File: config.mk
export PLATFORM = sky130hd
export DESIGN_NAME = xper_router
export DESIGN_NICKNAME = d
export VERILOG_FILES = /design/src/rtl/xrt_pkg.sv /design/src/rtl/xrt_rst_sync.sv /design/src/rtl/xrt_enable_reg.sv /design/src/rtl/xrt_addr_decode.sv /design/src/rtl/xper_router.sv
export SDC_FILE = /design/constraint.sdc
export NUM_CORES = 1
export LEC_CHECK = 0
export CORE_ASPECT_RATIO = 1.1
export CORE_UTILIZATION = 25
export DETAILED_ROUTE_END_ITERATION = 6
export PLACE_DENSITY = 0.79
export SLEW_MARGIN = 20
export SYNTH_ARGS = -nofsm -noshare
export SYNTH_HDL_FRONTEND = slang
export SYNTH_SLANG_ARGS = --single-unit
File: constraint.sdc
create_clock -name clk -period 1.81 [get_ports clk]
set_input_delay 0.362 -clock clk [delete_from_list [all_inputs] [get_ports clk]]
set_output_delay 0.362 -clock clk [all_outputs]
set_load 0.02 [all_outputs]
File: src/rtl/xrt_pkg.sv
package xrt_pkg;
  localparam int N_UNITS  = 5;
  localparam int U_CAN1   = 0;
  localparam int U_CAN2   = 1;
  localparam int U_RAM    = 2;
  localparam int U_GRP    = 3;
  localparam int U_PWM    = 4;
  localparam int N_SHARED = 3;

  // unit index of each sharer of the peripheral window
  function automatic int shared_unit(input int g);
    case (g)
      0:       return U_CAN1;
      1:       return U_CAN2;
      default: return U_PWM;
    endcase
  endfunction
endpackage

File: src/rtl/xrt_rst_sync.sv
module xrt_rst_sync #(
  parameter int STAGES = 2
) (
  input  logic clk,
  input  logic rst_n,
  output logic rst_sync_n
);
  logic [STAGES-1:0] sync_q;
  logic [STAGES-1:0] sync_d;

  always_comb begin
    sync_d = {sync_q[STAGES-2:0], 1'b1};
  end

  always_ff @(posedge clk or negedge rst_n) begin
    if (!rst_n) sync_q <= '0;
    else        sync_q <= sync_d;
  end

  assign rst_sync_n = sync_q[STAGES-1];
endmodule

File: src/rtl/xrt_enable_reg.sv
module xrt_enable_reg #(
  parameter int              DATA_W  = 16,
  parameter int              N_EN    = 5,
  parameter logic [DATA_W-1:0] RST_VAL = 16'h0005
) (
  input  logic              clk,
  input  logic              rst_n,
  input  logic              cfg_wr,
  input  logic [DATA_W-1:0] cfg_wdata,
  input  logic              glob_en,
  output logic [DATA_W-1:0] cfg_q
);
  localparam logic [DATA_W-1:0] KEEP_MASK = DATA_W'((1 << N_EN) - 1);

  logic              wr_ce;
  logic [DATA_W-1:0] cfg_d;

  always_comb begin
    wr_ce = cfg_wr & ~glob_en;
    cfg_d = cfg_q;
    if (wr_ce) cfg_d = cfg_wdata & KEEP_MASK;
  end

  always_ff @(posedge clk or negedge rst_n) begin
    if (!rst_n) cfg_q <= RST_VAL & KEEP_MASK;
    else        cfg_q <= cfg_d;
  end

  AST_LOCK_HOLDS: assert property (@(posedge clk) disable iff (!rst_n)
    glob_en |=> $stable(cfg_q));

  AST_WRITE_LANDS: assert property (@(posedge clk) disable iff (!rst_n)
    (cfg_wr && !glob_en) |=> (cfg_q[N_EN-1:0] == $past(cfg_wdata[N_EN-1:0])));
endmodule

File: src/rtl/xrt_addr_decode.sv
module xrt_addr_decode
  import xrt_pkg::*;
#(
  parameter int                ADDR_W   = 24,
  parameter logic [ADDR_W-1:0] WIN_LO   = 24'h00EC00,
  parameter logic [ADDR_W-1:0] WIN_HI   = 24'h00EFFF,
  parameter logic [ADDR_W-1:0] CAN1_LO  = 24'h00EF00,
  parameter logic [ADDR_W-1:0] CAN2_LO  = 24'h00EE00,
  parameter logic [ADDR_W-1:0] PWM_LO   = 24'h00EC00,
  parameter int                SUB_SPAN = 256,
  parameter logic [ADDR_W-1:0] RAM_LO   = 24'h00E000,
  parameter logic [ADDR_W-1:0] RAM_HI   = 24'h00FFFF,
  parameter logic [ADDR_W-1:0] GRP_LO   = 24'h00C000,
  parameter logic [ADDR_W-1:0] GRP_HI   = 24'h00C0FF
) (
  input  logic               acc_valid,
  input  logic [ADDR_W-1:0]  acc_addr,
  input  logic [N_UNITS-1:0] en,
  output logic [N_UNITS-1:0] sel,
  output logic               ext_req,
  output logic               unclaimed
);
  localparam logic [ADDR_W-1:0] SUB_LAST = ADDR_W'(SUB_SPAN - 1);

  logic [N_SHARED-1:0] claim_g;

  for (genvar g = 0; g < N_SHARED; g++) begin : g_share
    localparam logic [ADDR_W-1:0] LO = (g == 0) ? CAN1_LO : (g == 1) ? CAN2_LO : PWM_LO;
    localparam logic [ADDR_W-1:0] HI = LO + SUB_LAST;
    assign claim_g[g] = (acc_addr >= LO) && (acc_addr <= HI) && en[shared_unit(g)];
  end

  logic in_win, in_ram, in_grp, share_live;

  always_comb begin
    in_win     = (acc_addr >= WIN_LO) && (acc_addr <= WIN_HI);
    in_ram     = (acc_addr >= RAM_LO) && (acc_addr <= RAM_HI) && !in_win;
    in_grp     = (acc_addr >= GRP_LO) && (acc_addr <= GRP_HI) && !in_win && !in_ram;
    share_live = 1'b0;
    for (int g = 0; g < N_SHARED; g++) share_live = share_live | en[shared_unit(g)];

    sel       = '0;
    ext_req   = 1'b0;
    unclaimed = 1'b0;
    if (acc_valid) begin
      if (in_win) begin
        if (|claim_g) begin
          for (int g = 0; g < N_SHARED; g++)
            if (claim_g[g]) sel[shared_unit(g)] = 1'b1;
        end else if (!share_live) begin
          ext_req = 1'b1;
        end else begin
          unclaimed = 1'b1;
        end
      end else if (in_ram) begin
        if (en[U_RAM]) sel[U_RAM] = 1'b1;
        else           ext_req    = 1'b1;
      end else if (in_grp) begin
        if (en[U_GRP]) sel[U_GRP] = 1'b1;
        else           ext_req    = 1'b1;
      end else begin
        ext_req = 1'b1;
      end
    end
  end
endmodule

File: src/rtl/xper_router.sv
module xper_router
  import xrt_pkg::*;
#(
  parameter int                ADDR_W   = 24,
  parameter int                DATA_W   = 16,
  parameter logic [DATA_W-1:0] RST_VAL  = 16'h0005,
  parameter logic [ADDR_W-1:0] RAM_LO   = 24'h00E000,
  parameter logic [ADDR_W-1:0] RAM_HI   = 24'h00FFFF,
  parameter logic [ADDR_W-1:0] GRP_LO   = 24'h00C000,
  parameter logic [ADDR_W-1:0] GRP_HI   = 24'h00C0FF
) (
  input  logic              clk,
  input  logic              rst_n,
  input  logic              cfg_wr,
  input  logic [DATA_W-1:0] cfg_wdata,
  output logic [DATA_W-1:0] cfg_rdata,
  input  logic              glob_en,
  input  logic              acc_valid,
  input  logic [ADDR_W-1:0] acc_addr,
  output logic              cs_can1,
  output logic              cs_can2,
  output logic              cs_ram,
  output logic              cs_grp,
  output logic              cs_pwm,
  output logic              ext_req,
  output logic              unclaimed,
  output logic [3:0]        pin_gpio_rel
);
  localparam logic [ADDR_W-1:0] WIN_LO = 24'h00EC00;
  localparam logic [ADDR_W-1:0] WIN_HI = 24'h00EFFF;

  logic               rst_sync_n;
  logic [DATA_W-1:0]  cfg_q;
  logic [N_UNITS-1:0] sel;

  xrt_rst_sync #(.STAGES(2)) u_rst (
    .clk(clk), .rst_n(rst_n), .rst_sync_n(rst_sync_n)
  );

  xrt_enable_reg #(.DATA_W(DATA_W), .N_EN(N_UNITS), .RST_VAL(RST_VAL)) u_reg (
    .clk(clk), .rst_n(rst_sync_n), .cfg_wr(cfg_wr), .cfg_wdata(cfg_wdata),
    .glob_en(glob_en), .cfg_q(cfg_q)
  );

  xrt_addr_decode #(
    .ADDR_W(ADDR_W), .WIN_LO(WIN_LO), .WIN_HI(WIN_HI),
    .CAN1_LO(24'h00EF00), .CAN2_LO(24'h00EE00), .PWM_LO(24'h00EC00), .SUB_SPAN(256),
    .RAM_LO(RAM_LO), .RAM_HI(RAM_HI), .GRP_LO(GRP_LO), .GRP_HI(GRP_HI)
  ) u_dec (
    .acc_valid(acc_valid), .acc_addr(acc_addr), .en(cfg_q[N_UNITS-1:0]),
    .sel(sel), .ext_req(ext_req), .unclaimed(unclaimed)
  );

  assign cfg_rdata    = cfg_q;
  assign cs_can1      = sel[U_CAN1];
  assign cs_can2      = sel[U_CAN2];
  assign cs_ram       = sel[U_RAM];
  assign cs_grp       = sel[U_GRP];
  assign cs_pwm       = sel[U_PWM];
  assign pin_gpio_rel = {~cfg_q[U_CAN2], ~cfg_q[U_CAN1], ~cfg_q[U_CAN1], ~cfg_q[U_CAN2]};

  AST_ONE_OUTCOME: assert property (@(posedge clk) disable iff (!rst_sync_n)
    acc_valid |-> ($countones({sel, ext_req, unclaimed}) == 1));

  AST_IDLE_QUIET: assert property (@(posedge clk) disable iff (!rst_sync_n)
    !acc_valid |-> ({sel, ext_req, unclaimed} == '0));

  AST_WIN_EXT_ALL_OFF: assert property (@(posedge clk) disable iff (!rst_sync_n)
    (acc_valid && ext_req && acc_addr >= WIN_LO && acc_addr <= WIN_HI)
      |-> (cfg_rdata[U_CAN1] == 1'b0 && cfg_rdata[U_CAN2] == 1'b0 && cfg_rdata[U_PWM] == 1'b0));

  AST_PIN_PAIRS: assert property (@(posedge clk) disable iff (!rst_sync_n)
    (pin_gpio_rel[0] == pin_gpio_rel[3]) && (pin_gpio_rel[1] == pin_gpio_rel[2]));
endmodule

==> results of run 1 <==
power by group:
group	leakage (nW)	switching [mW]	internal, mW
Sequential	0.0801	0.0155	0.179
Clock	0.0177	0.0576	0.0806
Combinational	0.398	0.126	0.128
Total	0.496	0.199	0.388
critical path: cells and delay by family (launching register included):
family	cells	cell delay (ps)
buf+inv	1	160
simple gates	1	160
flops	1	370
mux	1	270
compound gates	1	300
metal layers:
| metal | vias to the layer above | part of all wire (%) | global-route usage [%] |
|---|---|---|---|
| li1 | 294 | - | - |
| met1 | 275 | 34 | 10.89 |
| met2 | 28 | 57 | 27.31 |
| met3 | 0 | 8.5 | 2.083 |
| met4 | 0 | 0 | 5.714 |
| met5 | - | 0 | 0 |
through the flow:
step	setup TNS, ps	setup slack [ps]	hold slack (ps)
global route	-235.0	-123.7	94.83
CTS	-175.6	-130.1	79.96
floorplan	-222.2	-79.21	52.45
global placement	-4760	-760.1	66.09
detailed placement	-5045	-818.9	81.56
finish	-110.7	-63.17	71.84
path summary, 6_finish.rpt:
path	slack [ps]	end	startpoint	cells after the start
max	-60	unclaimed	u_reg.cfg_q[1]	4
min	70	u_reg.cfg_q[4]	u_rst.sync_q[1]	0
max reg2reg	850	u_reg.cfg_q[0]	u_reg.cfg_q[0]	3
min reg2reg	70	u_reg.cfg_q[4]	u_rst.sync_q[1]	0
max in group asynchronous	1420	u_rst.sync_q[1]	rst_n	1
min in group clk	360	u_rst.sync_q[1]	u_rst.sync_q[0]	0
cells in the final DEF (no fill, tap or decap), drive strengths merged:
cell type	instances
inv	3
nand2	4
clkbuf	9
a221o	1
a41o	1
nand4	2
dfstp	2
and4	1
dlygate4sd2	8
nor2	4
clkdlybuf4s15	7
nor4	4
nand2b	2
buf	19
o21ai	3
nor4bb	1
dfrtp	5
clkdlybuf4s50	10
a21boi	1
nor2b	1
nor3	3
nand3	1
or2	1
dlymetal6s2s	2
clkinv	1
or3	1
conb	12
mux2	4
cell type report:
cell class	count	area, um^2
Inverter	3	11.26
Clock inverter	1	5.005
Timing Repair Buffer	52	437.9
Fill cell	207	1002
Tap cell	28	35.03
Sequential cell	7	177.7
Clock buffer	3	22.52
Multi-Input combinational cell	47	371.6
state kept, by name (all words and copies together) (netlist names):
register      flops
u_reg.cfg_q       5
u_rst.sync_q      2
kinds of logic (layout without fill, tap and decap cells):
family | after synthesis | in the layout | synth area share (%)
AND/OR/NAND/NOR | 25 | 25 | 30.94
AO/OA/AOI/OAI | 6 | 6 | 7.623
other | 2 | 12 | 1.346
buffers and inverters | 17 | 59 | 20.18
multiplexers | 4 | 4 | 8.071
flip-flops | 7 | 7 | 31.84
repair_timing:
item                       in CTS  in global routing
gates resized for setup        73                 24
pin swaps                      14                 10
setup endpoints to repair      13                  6
==> flow_metrics.py, run 1 <==
metrics = {
    "run_status": {
        "status": "finished, violations left",
        "violations": "setup timing",
    },
    "worst_setup_path": {
        "crit_type": "reg2out",
        "cp_max_fo": 2,
        "crit_slowest_cell": "dfrtp_1",
        "cp-end-kind": "output pin",
        "setup.worst_path.start_class": "register",
        "slowest_delay_ps": 370,
        "worstPathRequired_ps": 1450,
        "path_cells": "mux2_4, a221o_1, nor3_2, buf_4",
        "arrival_ps": 1510,
    },
    "placed_design": {
        "port_buffers": 41,
        "place_congestion": 0.7143,
        "dpl-instance-area_mm2": 0.001022,
        "dp.cells": 137,
        "dpl.hpwl_um": 1382,
    },
    "sta": {
        "min_period_ps": 1873,
        "clock.fmax_mhz": 533.9,
        "fin_skew_ps": 3.589,
        "worst_slack_ps": -63.17,
        "timing.final.crit_share_pct": 103.5,
        "setup_viol": 2,
        "drv_slew": 0,
        "rsz0062_at_grt": "yes",
        "hold_violations": 0,
    },
    "logic_synthesis": {
        "postSynthAreaPerCell_um2": 9.148,
        "yosys.area.top_type_share_pct": 22.42,
        "synthTopCellsByCount": "buf_4 (13), dfrtp_1 (5), nand2_1 (4), nor2_1 (4)",
        "synth_cell_types": 25,
        "ys_seq_elements": 7,
        "yosysSeqAreaShare_pct": 31.84,
        "yosysMostFrequentCell": "buf_4",
        "ys_async_sr_fraction_pct": 100.0,
        "ys_warn_count": 0,
        "ys.flop_type": "dfrtp_1",
        "synth-edff-count": 0,
        "synthTopCellsByArea": "dfrtp_1 (22%), buf_4 (17%), dfstp_2 (9.4%)",
        "synthesis.area_um2": 558.0,
        "yosysTopAreaCell": "dfrtp_1",
        "syn_inst": 61,
    },
    "global_routing": {
        "grt_usage_pct": 13.06,
        "grt_pass1_wl_um": 2277,
        "antenna_found_initial": 0,
        "gr-total-overflow": 0,
        "grt_pass1_vias": 585,
        "grt_max_degree": 8,
    },
    "floorplanning": {
        "dieArea_mm2": 0.002425,
        "die_w_um": 47.05,
        "die_h_um": 51.55,
        "top_level_ports": 72,
        "design.core.area_mm2": 0.002063,
        "rows": 17,
        "start_util_pct": 27.05,
    },
    "clock_network": {
        "clkLatencyLatePin_ps": 250,
        "clockRootBuffer": "clkbuf_4",
        "htreeDepth": 1,
        "cts_sinks": 7,
        "numCtsBuffers": 3,
        "postCtsSetupRepairBufs": 0,
        "hold_buffers": 0,
        "clkTransAtPathRegs_ps": 50,
        "cts_tree": "built",
        "clk_path_buf_depth": 2,
    },
    "hold_path": {
        "hold_class": "reg2async",
    },
    "final_layout": {
        "final_util_pct": 51.43,
        "stdcell_count": 141,
        "num_antenna_cells": 0,
        "final_area_mm2": 0.001061,
        "nNetsFinal": 159,
        "drive_above_1_share_pct": 41.59,
        "area_growth_pct": 90.14,
    },
    "routing": {
        "first_pass_iters": 3,
        "drcViolationCount": 0,
        "vias": 597,
        "routed_wl_um": 1629,
        "first_iter_violations": 3,
        "vias_per_cell": 4.234,
        "drt-wirelength-per-cell_um": 11.55,
        "ant_nets": 0,
    },
    "power_and_ir_drop": {
        "leakage_nw": 0.4957,
        "power_per_cell_area_mw_per_mm2": 553.9,
        "power_mw": 0.5877,
        "max-vdd-ir-drop_mv": 0.5003,
    },
    "run": {
        "drv_cap": 0,
    },
}
(Power assumes the default switching activity.)
==> run 2: changes to the inputs <==
- RECOVER_POWER: not set -> 25
==> run 2 against run 1 <==
The run still ends with setup timing left. Register-to-register slack is essentially flat. Maximum frequency is the same. First-iteration DRC count is the same. Die area is the same. Sequential power is essentially flat. Clock power is essentially flat. Worst setup slack is the same. Critical path depth is the same. Worst hold slack is the same. Non-clock buffer count is the same. Sequential share of layout area is the same. Highest routed layer unchanged. Utilization is the same. Critical path type unchanged.
==> flow_metrics.py, run 2 (same netlist as run 1, synthesis figures left out) <==
metrics = {
    "floorplanning": {
        "rows": 17,
        "design.core.area_mm2": 0.002063,
        "die_h_um": 51.55,
        "start_util_pct": 27.05,
        "dieArea_mm2": 0.002425,
        "top_level_ports": 72,
        "die_w_um": 47.05,
    },
    "routing": {
        "first_pass_iters": 3,
        "vias": 597,
        "drt-wirelength-per-cell_um": 11.55,
        "first_iter_violations": 3,
        "routed_wl_um": 1629,
        "drcViolationCount": 0,
        "ant_nets": 0,
        "vias_per_cell": 4.234,
    },
    "sta": {
        "fin_setup_tns_ps": -110.7,
        "min_period_ps": 1873,
        "timing.final.crit_share_pct": 103.5,
        "setup_viol": 2,
        "worst_slack_ps": -63.17,
        "hold_violations": 0,
        "fin_skew_ps": 3.589,
        "drv_slew": 0,
        "clock.fmax_mhz": 533.9,
        "rsz0062_at_grt": "yes",
        "hold_slack_ps": 71.84,
    },
    "power_and_ir_drop": {
        "max-vdd-ir-drop_mv": 0.5003,
        "power_per_cell_area_mw_per_mm2": 553.5,
        "leakage_nw": 0.4960,
    },
    "clock_network": {
        "hold_buffers": 0,
        "cts_sinks": 7,
        "numCtsBuffers": 3,
        "cts_tree": "built",
        "clockRootBuffer": "clkbuf_4",
        "clkLatencyLatePin_ps": 250,
        "postCtsSetupRepairBufs": 0,
        "clk_path_buf_depth": 2,
        "clkTransAtPathRegs_ps": 50,
        "htreeDepth": 1,
    },
    "worst_setup_path": {
        "slowest_delay_ps": 370,
        "setup.worst_path.start_class": "register",
        "rr_worst_depth": 3,
        "cp-startpoint": "u_reg.cfg_q[1]",
        "worstPathRequired_ps": 1450,
        "cp-end-kind": "output pin",
        "cp_max_fo": 2,
        "reg2reg_from": "u_reg.cfg_q[0]",
        "path_cells": "mux2_4, a221o_1, nor3_2, buf_4",
        "worstReg2RegEnd": "u_reg.cfg_q[0]",
        "crit_type": "reg2out",
        "crit_slowest_cell": "dfrtp_1",
        "r2r_slack_ps": 850,
        "arrival_ps": 1510,
        "critical_path.top_delay_family": "flip-flops",
        "crit_buf_inv": 1,
    },
    "final_layout": {
        "mostFrequentLayoutCell": "buf_4",
        "num_antenna_cells": 0,
        "mostFrequentLayoutCells": "buf_4 (14), conb_1 (12), clkdlybuf4s50_1 (9)",
        "drive_above_1_share_pct": 41.59,
        "largestRegisters": "u_reg.cfg_q (5), u_rst.sync_q (2)",
        "stdcell_count": 141,
        "nNetsFinal": 159,
        "largest_reg_flops": 5,
        "regMostFlops": "u_reg.cfg_q",
        "area_growth_pct": 90.14,
    },
    "global_routing": {
        "grt_pass1_wl_um": 2277,
        "grt_usage_pct": 13.06,
        "antenna_found_initial": 0,
        "grt_max_degree": 8,
        "grt_pass1_vias": 585,
        "gr-total-overflow": 0,
    },
    "placed_design": {
        "place_congestion": 0.7143,
        "port_buffers": 41,
        "dpl_worst_slack_ps": -818.9,
        "dpl.hpwl_um": 1382,
        "dp.cells": 137,
    },
    "run_status": {
        "violations": "setup timing",
        "status": "finished, violations left",
    },
    "run": {
        "drv_cap": 0,
    },
    "hold_path": {
        "hold_class": "reg2async",
    },
}
-- run 2: changes by cell type in the layout (fill, tap and decap cells not counted), sizes merged --
cell,before,now
clkdlybuf4s50,10,9
dlygate4sd3,0,1
-- run 2: layer usage --
metal	share of wire (%)	track usage (%)	vias to the layer above	routed length [um]
met5	0	0	-	0
met4	0	5.714	0	0
met3	8.5	2.083	0	138
met2	57	27.31	28	936
met1	34	10.89	275	554
li1	-	-	294	-
-- run 2: worst register-to-register path, cell delays in order (launching register included) --
cell and delay [ps]:
dfstp_2 560, buf_4 120, inv_1 50, o21ai_0 160
-- run 2: area by class of cell --
| type | instances | area (um^2) |
|---|---|---|
| Fill cell | 207 | 1002 |
| Tap cell | 28 | 35.03 |
| Clock inverter | 1 | 5.005 |
| Clock buffer | 3 | 22.52 |
| Multi-Input combinational cell | 47 | 371.6 |
| Timing Repair Buffer | 52 | 437.9 |
| Inverter | 3 | 11.26 |
| Sequential cell | 7 | 177.7 |
-- run 2: how the worst max path moves through the flow --
stage	cells after the start	end
global route	4	unclaimed
global placement	5	unclaimed
CTS	4	unclaimed
floorplan	3	cs_can1
detailed placement	5	cs_can1
finish	4	unclaimed
-- run 2: per-stage QoR --
step           cell area (um^2)  total power [mW]  utilization (%)
2_1_floorplan             595.6            0.3236                -
3_3_place_gp               1022            0.4568            49.55
3_5_place_dp               1022            0.4621            49.55
4_1_cts                    1046            0.5932            50.70
5_1_grt                    1061            0.6263            51.43
6_report                   1061            0.5872            51.43
-- run 2: timing repair --
| action | in CTS | in global routing |
|---|---|---|
| pin swaps | 14 | 10 |
| gates resized for setup | 73 | 24 |
| gates cloned | 0 | 0 |
| setup endpoints to repair | 13 | 6 |
-- run 2: where the power goes --
group          internal [mW]  switching, mW  leakage (nW)
clock                 0.0806         0.0576        0.0177
combinational          0.128          0.126         0.398
sequential             0.179         0.0155        0.0801
total                  0.388          0.199         0.496
==> run 3: changes to the inputs <==
--- a/config.mk
+++ b/config.mk
@@ -12,3 +12,2 @@
 export RECOVER_POWER = 25
-export SLEW_MARGIN = 20
 export SYNTH_ARGS = -nofsm -noshare
==> constraint.sdc (replaced) <==
create_clock -name clk -period 1.81 [get_ports clk]
set_input_delay 0.2715 -clock clk [delete_from_list [all_inputs] [get_ports clk]]
set_output_delay 0.2715 -clock clk [all_outputs]
set_load 0.02 [all_outputs]
==> run 3 against run 2 <==
Utilization increased by 0.85 points. Clock skew about the same. Wire length decreased by 5.0%. The run now ends clean. Register-to-register slack about the same. Sequential share of layout area decreased by 0.27 points. First-iteration DRC count decreased by 67%.
==> flow_metrics.py, run 3 (same netlist as run 1, synthesis figures left out) <==
metrics = {
    "sta": {
        "hold_violations": 0,
        "drv_slew": 0,
        "rsz0062_at_grt": "yes",
        "min_period_ps": 1800,
        "setup_viol": 0,
        "clock.fmax_mhz": 555.6,
        "fin_skew_ps": 3.744,
        "hold_slack_ps": 72.25,
        "timing.final.crit_share_pct": 99.44,
    },
    "floorplanning": {
        "top_level_ports": 72,
        "design.core.area_mm2": 0.002063,
        "start_util_pct": 27.05,
        "rows": 17,
        "die_w_um": 47.05,
        "dieArea_mm2": 0.002425,
        "die_h_um": 51.55,
    },
    "placed_design": {
        "dpl-instance-area_mm2": 0.001022,
        "place_congestion": 0.7142,
        "dp.cells": 137,
        "dpl.hpwl_um": 1364,
        "port_buffers": 41,
    },
    "final_layout": {
        "stdcell_count": 141,
        "final_util_pct": 52.27,
        "regMostFlops": "u_reg.cfg_q",
        "area_growth_pct": 93.27,
        "drive_above_1_share_pct": 35.40,
        "num_antenna_cells": 0,
        "largest_reg_flops": 5,
        "multi_input_area_um2": 355.3,
        "final_area_mm2": 0.001079,
        "nNetsFinal": 159,
        "mostFrequentLayoutCell": "buf_4",
        "mostFrequentLayoutCells": "buf_4 (15), dlygate4sd2_1 (14), conb_1 (12), clkdlybuf4s50_1 (12), dlymetal6s2s_1 (6)",
        "fill_cells": 213,
        "regArea_um2": 177.7,
        "largestRegisters": "u_reg.cfg_q (5), u_rst.sync_q (2)",
    },
    "routing": {
        "drcViolationCount": 0,
        "ant_nets": 0,
        "first_pass_iters": 2,
        "vias": 604,
        "routed_wl_um": 1547,
        "first_iter_violations": 1,
        "drt-wirelength-per-cell_um": 10.97,
        "vias_per_cell": 4.284,
    },
    "global_routing": {
        "grt_max_degree": 8,
        "grt_usage_pct": 13.27,
        "antenna_found_initial": 0,
        "grt_pass1_vias": 573,
        "gr-total-overflow": 0,
        "grt_pass1_wl_um": 2318,
    },
    "clock_network": {
        "clkTransAtPathRegs_ps": 50,
        "cts_sinks": 7,
        "hold_buffers": 0,
        "htreeDepth": 1,
        "numCtsBuffers": 3,
        "clkLatencyLatePin_ps": 250,
        "clk_path_buf_depth": 2,
        "cts_tree": "built",
        "clockRootBuffer": "clkbuf_4",
        "postCtsSetupRepairBufs": 0,
    },
    "run_status": {
        "status": "finished clean",
    },
    "worst_setup_path": {
        "crit_type": "reg2out",
        "crit_slowest_cell": "dfstp_2",
        "path_cells": "nor3_2, or3_1, a41o_1, buf_6",
        "crit_buf_inv": 1,
        "critical_path.top_delay_family": "flip-flops",
        "cp-end-kind": "output pin",
        "setup.worst_path.start_class": "register",
        "arrival_ps": 1530,
        "worstPathRequired_ps": 1540,
        "slowest_delay_ps": 560,
        "cp_max_fo": 4,
    },
    "run": {
        "drv_cap": 0,
    },
    "power_and_ir_drop": {
        "power_per_cell_area_mw_per_mm2": 550.0,
        "leakage_nw": 0.5213,
        "max-vdd-ir-drop_mv": 0.5133,
    },
    "hold_path": {
        "hold_class": "reg2async",
    },
}
## run 3: layout make-up
type	count	area share [%]
clock buffers	3	2.088
clock inverters	1	0.4640
inverters	3	1.044
multi-input cells	47	32.95
flip-flops and latches	7	16.47
well taps	28	3.248
repair buffers	52	43.74
## run 3: stage by stage
stage               power [mW]  setup TNS [ps]  setup WS, ps
finish                  0.5932               0         10.17
CTS                     0.6019          -10.49        -9.739
floorplan               0.3236               0         26.70
detailed placement      0.4624           -3778        -635.2
global route            0.6336          -98.46        -67.36
global placement        0.4568           -3492        -579.2
## run 3: worst paths after layout
kind	from	to	slack [ps]	depth (start not counted)
setup reg to reg	u_reg.cfg_q[0]	u_reg.cfg_q[0]	840	3
min in group clk	u_rst.sync_q[0]	u_rst.sync_q[1]	350	0
hold / removal	u_rst.sync_q[1]	u_reg.cfg_q[4]	70	0
max in group asynchronous	rst_n	u_rst.sync_q[1]	1440	1
setup / recovery	u_reg.cfg_q[0]	ext_req	10	4
hold reg to reg	u_rst.sync_q[1]	u_reg.cfg_q[4]	70	0
## run 3: where the power goes
part	total, mW	internal [mW]	switching, mW
Sequential	0.195	0.179	0.0154
Combinational	0.260	0.136	0.124
Clock	0.138	0.0806	0.0578
## run 3: per-layer routing
metal	part of all wire [%]	track usage, %	wire [um]
met1	34	13.29	530
met3	9.2	2.083	143
met4	0	5.714	0
met5	0	0	0
met2	56	25.46	874
## run 3: repair_timing
action                                  CTS  global route
gates resized for setup                  59            11
endpoints found under the setup margin    9             9
pin swaps                                12             7
